### src/rtl/tod_pkg.sv
package tod_pkg;
  localparam int NUM_FIELDS = 5;
  localparam int DIGIT_W    = 4;
  localparam int FIELD_W    = 2 * DIGIT_W;

  localparam int F_SEC  = 0;
  localparam int F_MIN  = 1;
  localparam int F_HOUR = 2;
  localparam int F_DAY  = 3;
  localparam int F_MON  = 4;

  typedef logic [FIELD_W-1:0] bcdByte_t;

  // control -> datapath strobes
  typedef struct packed {
    logic                  load;
    logic [NUM_FIELDS-1:0] adv;
    logic [NUM_FIELDS-1:0] wrap;
  } todStrobe_t;

  function automatic bcdByte_t bcdInc(input bcdByte_t v);
    if (v[DIGIT_W-1:0] == DIGIT_W'(9))
      return {v[FIELD_W-1:DIGIT_W] + DIGIT_W'(1), {DIGIT_W{1'b0}}};
    return {v[FIELD_W-1:DIGIT_W], v[DIGIT_W-1:0] + DIGIT_W'(1)};
  endfunction

  function automatic bcdByte_t bcdDec(input bcdByte_t v);
    if (v[DIGIT_W-1:0] == {DIGIT_W{1'b0}})
      return {v[FIELD_W-1:DIGIT_W] - DIGIT_W'(1), DIGIT_W'(9)};
    return {v[FIELD_W-1:DIGIT_W], v[DIGIT_W-1:0] - DIGIT_W'(1)};
  endfunction

  // Month length through bit manipulation: no table
  function automatic bcdByte_t monthLength(input bcdByte_t m);
    bcdByte_t adj;
    adj = (m > 8'h07) ? bcdDec(m) : m;
    if (adj[0])
      return 8'h31;
    if ((adj & ~8'h02) == '0)
      return 8'h28;
    return 8'h30;
  endfunction
endpackage

### src/rtl/tod_ctrl.sv
module tod_ctrl
  import tod_pkg::*;
(
  input  logic                  secTick,
  input  logic                  loadEn,
  input  logic [NUM_FIELDS-1:0] atLast,
  output todStrobe_t            strobe
);
  logic [NUM_FIELDS-1:0] advChain;

  assign advChain[0] = secTick;

  // each field advances when every lower field is at its last value
  genvar gi;
  generate
    for (gi = 1; gi < NUM_FIELDS; gi++) begin : g_carry
      assign advChain[gi] = advChain[gi-1] & atLast[gi-1];
    end
  endgenerate

  always_comb begin
    strobe.load = loadEn;
    strobe.adv  = advChain;
    strobe.wrap = advChain & atLast;
  end
endmodule

### src/rtl/tod_datapath.sv
module tod_datapath
  import tod_pkg::*;
#(
  parameter bcdByte_t SEC_LAST   = 8'h59,
  parameter bcdByte_t MIN_LAST   = 8'h59,
  parameter bcdByte_t HOUR_LAST  = 8'h23,
  parameter bcdByte_t MONTH_LAST = 8'h12,
  parameter bcdByte_t FIRST_DAY  = 8'h01,
  parameter bcdByte_t FIRST_MON  = 8'h01
) (
  input  logic                                clk,
  input  logic                                rstN,
  input  todStrobe_t                          strobe,
  input  logic [NUM_FIELDS-1:0][FIELD_W-1:0]  loadVals,
  output logic [NUM_FIELDS-1:0][FIELD_W-1:0]  fields,
  output logic [NUM_FIELDS-1:0]               atLast
);
  logic [NUM_FIELDS-1:0][FIELD_W-1:0] firstVal;
  bcdByte_t                           curLen;

  assign firstVal[F_SEC]  = '0;
  assign firstVal[F_MIN]  = '0;
  assign firstVal[F_HOUR] = '0;
  assign firstVal[F_DAY]  = FIRST_DAY;
  assign firstVal[F_MON]  = FIRST_MON;

  assign curLen = monthLength(fields[F_MON]);

  assign atLast[F_SEC]  = (fields[F_SEC]  == SEC_LAST);
  assign atLast[F_MIN]  = (fields[F_MIN]  == MIN_LAST);
  assign atLast[F_HOUR] = (fields[F_HOUR] == HOUR_LAST);
  assign atLast[F_DAY]  = (fields[F_DAY]  >= curLen);
  assign atLast[F_MON]  = (fields[F_MON]  == MONTH_LAST);

  genvar gf;
  generate
    for (gf = 0; gf < NUM_FIELDS; gf++) begin : g_field
      always_ff @(posedge clk or negedge rstN) begin
        if (!rstN)
          fields[gf] <= firstVal[gf];
        else if (strobe.load)
          fields[gf] <= loadVals[gf];
        else if (strobe.adv[gf])
          fields[gf] <= strobe.wrap[gf] ? firstVal[gf] : bcdInc(fields[gf]);
      end
    end
  endgenerate
endmodule

### src/rtl/tod_calendar.sv
module tod_calendar
  import tod_pkg::*;
(
  input  logic       clk,
  input  logic       rstN,
  input  logic       secTick,
  input  logic       loadEn,
  input  logic [7:0] loadSec,
  input  logic [7:0] loadMin,
  input  logic [7:0] loadHour,
  input  logic [7:0] loadDay,
  input  logic [7:0] loadMonth,
  output logic [7:0] sec,
  output logic [7:0] min,
  output logic [7:0] hour,
  output logic [7:0] day,
  output logic [7:0] month
);
  todStrobe_t                         strobe;
  logic [NUM_FIELDS-1:0]              atLast;
  logic [NUM_FIELDS-1:0][FIELD_W-1:0] loadVals;
  logic [NUM_FIELDS-1:0][FIELD_W-1:0] fields;

  assign loadVals[F_SEC]  = loadSec;
  assign loadVals[F_MIN]  = loadMin;
  assign loadVals[F_HOUR] = loadHour;
  assign loadVals[F_DAY]  = loadDay;
  assign loadVals[F_MON]  = loadMonth;

  tod_ctrl u_ctrl (
    .secTick (secTick),
    .loadEn  (loadEn),
    .atLast  (atLast),
    .strobe  (strobe)
  );

  tod_datapath u_dp (
    .clk      (clk),
    .rstN     (rstN),
    .strobe   (strobe),
    .loadVals (loadVals),
    .fields   (fields),
    .atLast   (atLast)
  );

  assign sec   = fields[F_SEC];
  assign min   = fields[F_MIN];
  assign hour  = fields[F_HOUR];
  assign day   = fields[F_DAY];
  assign month = fields[F_MON];
endmodule

### config.mk
export PLATFORM = sky130hd
export DESIGN_NAME = tod_calendar
export DESIGN_NICKNAME = d
export VERILOG_FILES = /design/src/rtl/tod_pkg.sv /design/src/rtl/tod_ctrl.sv /design/src/rtl/tod_datapath.sv /design/src/rtl/tod_calendar.sv
export SDC_FILE = /design/constraint.sdc
export NUM_CORES = 1
export LEC_CHECK = 0
export BUFFER_PORTS_ARGS = -buffer_cell sky130_fd_sc_hd__buf_2
export CAP_MARGIN = 20
export CORE_MARGIN = 8
export CORE_UTILIZATION = 47
export CTS_CLUSTER_DIAMETER = 40
export DETAILED_ROUTE_END_ITERATION = 10
export PLACE_DENSITY = 0.74
export SKIP_CTS_REPAIR_TIMING = 1
export SYNTH_ARGS = -nofsm -noshare
export SYNTH_HDL_FRONTEND = slang
export SYNTH_SLANG_ARGS = --single-unit
### constraint.sdc
create_clock -name clk -period 3.58 [get_ports clk]
set_input_delay 0.179 -clock clk [delete_from_list [all_inputs] [get_ports clk]]
set_output_delay 0.179 -clock clk [all_outputs]
set_load 0.02 [all_outputs]
==> metrics.md <==
| Metric | Value |
|---|---|
| Max FFs per register | `40` |
| Setup WS post-layout | `192 ps` |
| Sequential area share after synthesis | `0.349` |
| First-pass GRT wire length | `13.2 mm` |
| Top-count cell post-synth | `nand2_1` |
| Fin crit period | `3390 ps` |
| Met3 Use GR | `0.0496` |
| Critical Path Sink Type | `flop` |
| Placed cells | `475` |
| Chip width | `94.3 um` |
| Full die area | `0.00888 mm^2` |
| ANT nets after route | `0` |
| Post-DP HPWL | `5.95 mm` |
| GRT overflow | `0` |
| CTS root buf | `clkbuf_8` |
| DRC viols | `0` |
| Fraction of layout cells with a size suffix above 1 | `0.278` |
| H-tree levels | `2` |
| Worst skew pair latency | `290 ps` |
| Final Setup Violations | `0` |
| Number of flops mapped to enable cells by yosys | `0` |
| Drt via density | `5.79` |
| Ranking of synthesized cells by area | `dfrtp_1 33%, ha_1 8.7%, nand2_1 5.1%` |
| Die Height | `94.3 um` |
| Fmax | `295 MHz` |
| Worst vdd ir | `187 uV` |
| Core Footprint | `0.00592 mm^2` |
| Power Dens Cells | `403 mW/mm^2` |
| Final worst-path cycle share | `0.946` |
| DP Worst Slack | `218 ps` |
| Syn Area/Cell | `8.77 um^2` |
| P_leak | `0.00159 uW` |
| Ports | `84` |
| Final #Nets | `471` |
| Register bank with the most flops | `u_dp.fields` |
| FFs w/ async S/R, synth | `1.00` |
| Most common library cells after synthesis | `39 x nand2_1, 38 x dfrtp_1, 24 x a21oi_1` |
| Met1 Use GR | `0.239` |
| Vias | `2793` |
| Met2 Use GR | `0.275` |
| Clock slew seen by the registers of the worst setup and hold paths | `80 ps` |
| Post-Layout Cell Count | `482` |
| ANT cells | `0` |
| Hold Crit Class | `input pin to asynchronous set/reset pin` |
| Vias in the first global route | `2723` |
| Synth warn | `0` |
| Largest net degree at the start of global routing | `41` |
| Worst-Margin Slew | `913 ps` |
| Synth top area share | `0.330` |
| Synth Cell Area | `0.00288 mm^2` |
| Total power | `1390 uW` |
| Syn nets | `392` |
| GP Congestion | `0.875` |
| Crit path max fanout | `8` |
| Global routing's busiest layer | `met2` |
| Top_reg_cell synth | `dfrtp_1` |
| Flops & latches, synth | `40` |
| Outcome | `finished, final reports clean` |
| Clk pwr share | `0.239` |
| TritonRoute pass-1 iters | `4` |
| Seq pwr share | `0.435` |
| DRC violation total after the first TritonRoute iteration | `168` |
| Num CTS Buffers | `5` |
| CTS sink cnt | `40` |
| Starting Density | `0.486` |
| Critical Path Start Type | `flop` |
| Combinational Power Share | `0.326` |
| DRT Wirelength | `7.97 mm` |
| Rows | `28` |
| Slew HR | `0.391` |
| NetSw | `520 uW` |
| Pint | `869 uW` |
| Count of different cell masters after synthesis | `70` |
| Cells after synthesis | `328` |
| WP data required | `3790 ps` |
| Slew Viols, Final | `0` |
| Final hold vios | `0` |
| CTS tree | `done` |
| Setup CP Type | `flop to flop` |
| RSZ-0062 raised after global routing | `true` |
| Largest area contributor in the netlist | `dfrtp_1` |
| Biggest regs | `u_dp.fields (40)` |
| Clock skew | `6.49 ps` |
| GRT Total Usage | `0.182` |
| Worst path arrival time | `3590 ps` |
| Initial antenna violation count | `0` |
| Layout area overhead | `19.9%` |
| Routed wire per std cell | `16.5 um` |
| Max-cap violations | `0` |
| Clk buf depth | `2` |
| Setup TNS | `0 ps` |
| Port Buffers | `83` |
| Sw Ratio | `0.374` |
-- layout make-up --
| cell class | instances | area (um^2) |
|---|---|---|
| fill | 559 | 2470 |
| multi-input combinational | 252 | 1720 |
| inverter | 18 | 67.6 |
| sequential | 40 | 1000 |
| timing repair buffer | 90 | 468 |
| clock buffer | 7 | 96.3 |
| tap | 75 | 93.8 |
-- power by group through the flow --
stage / logic [uW] / clock network (uW) / registers (uW)
floorplan: 239 / 0 / 658
global placement: 445 / 0 / 608
detailed placement: 455 / 0 / 611
CTS: 457 / 342 / 602
global route: 502 / 364 / 617
finish: 453 / 332 / 604
-- cell usage in the layout (no fill, tap or decap), types with 4 or more instances in the layout --
cell and count:
buf_2 83, nor2_1 10, nand3_1 13, inv_1 18, o211ai_1 7, nand2_1 39
nor4_1 5, or4_1 5, and3_1 5, a31oi_1 5, ha_1 20, nor3_1 11
buf_4 7, clkbuf_8 7, nand4_1 4, o31ai_1 4, a21oi_1 24, dfrtp_1 38
o22ai_1 6, a2bb2oi_1 5, o21ai_0 21, nand3b_1 5
-- final timing paths --
path,endpoint,slack (ps),cells after the start,startpoint
min in group clk,u_dp.fields[2],90,3,loadSec[2]
max in group asynchronous,u_dp.fields[31],3000,1,rstN
hold / removal,u_dp.fields[2],20,1,rstN
setup / recovery,u_dp.fields[28],190,12,u_dp.fields[37]
hold reg to reg,u_dp.fields[31],550,1,u_dp.fields[31]
setup reg to reg,u_dp.fields[28],190,12,u_dp.fields[37]
-- cell families (layout without fill, tap and decap cells) --
logic type                 after synthesis  count (layout)  share of synthesized area
xor gates and xnor gates                 4               4                     0.0122
adders and majority gates               20              20                     0.0870
and+or+nand+nor                        126             126                      0.260
DFF                                     40              40                      0.349
AOI/OAI and AO/OA                      100             100                      0.232
muxes                                    2               2                    0.00696
buffers and inverters                   36             115                     0.0530
-- metrics by stage --
step,hold slack [ps],utilization,instance area [um^2]
after floorplan,-117,-,2880
after global placement,366,0.567,3350
after detailed placement,372,0.567,3350
after CTS,50.5,0.583,3450
after global routing,84.9,0.583,3450
final,18.7,0.583,3450
-- worst max-delay path: stages (launching register included) --
cell	delay, ps
dfrtp_1	440
inv_1	140
ha_1	200
a21oi_1	90
a2111oi_2	360
xnor2_1	160
or4_1	500
ha_1	290
nand3_1	80
o22ai_1	90
or2_1	350
or4_1	490
o211ai_1	100
-- routing by layer --
| metal | wire length, um | vias to the layer above |
|---|---|---|
| met5 | 0 | - |
| met3 | 516 | 8 |
| met4 | 96 | 0 |
| met1 | 3760 | 1324 |
| li1 | - | 1394 |
| met2 | 3600 | 67 |
Note: power is estimated with default switching activity, not from simulation.
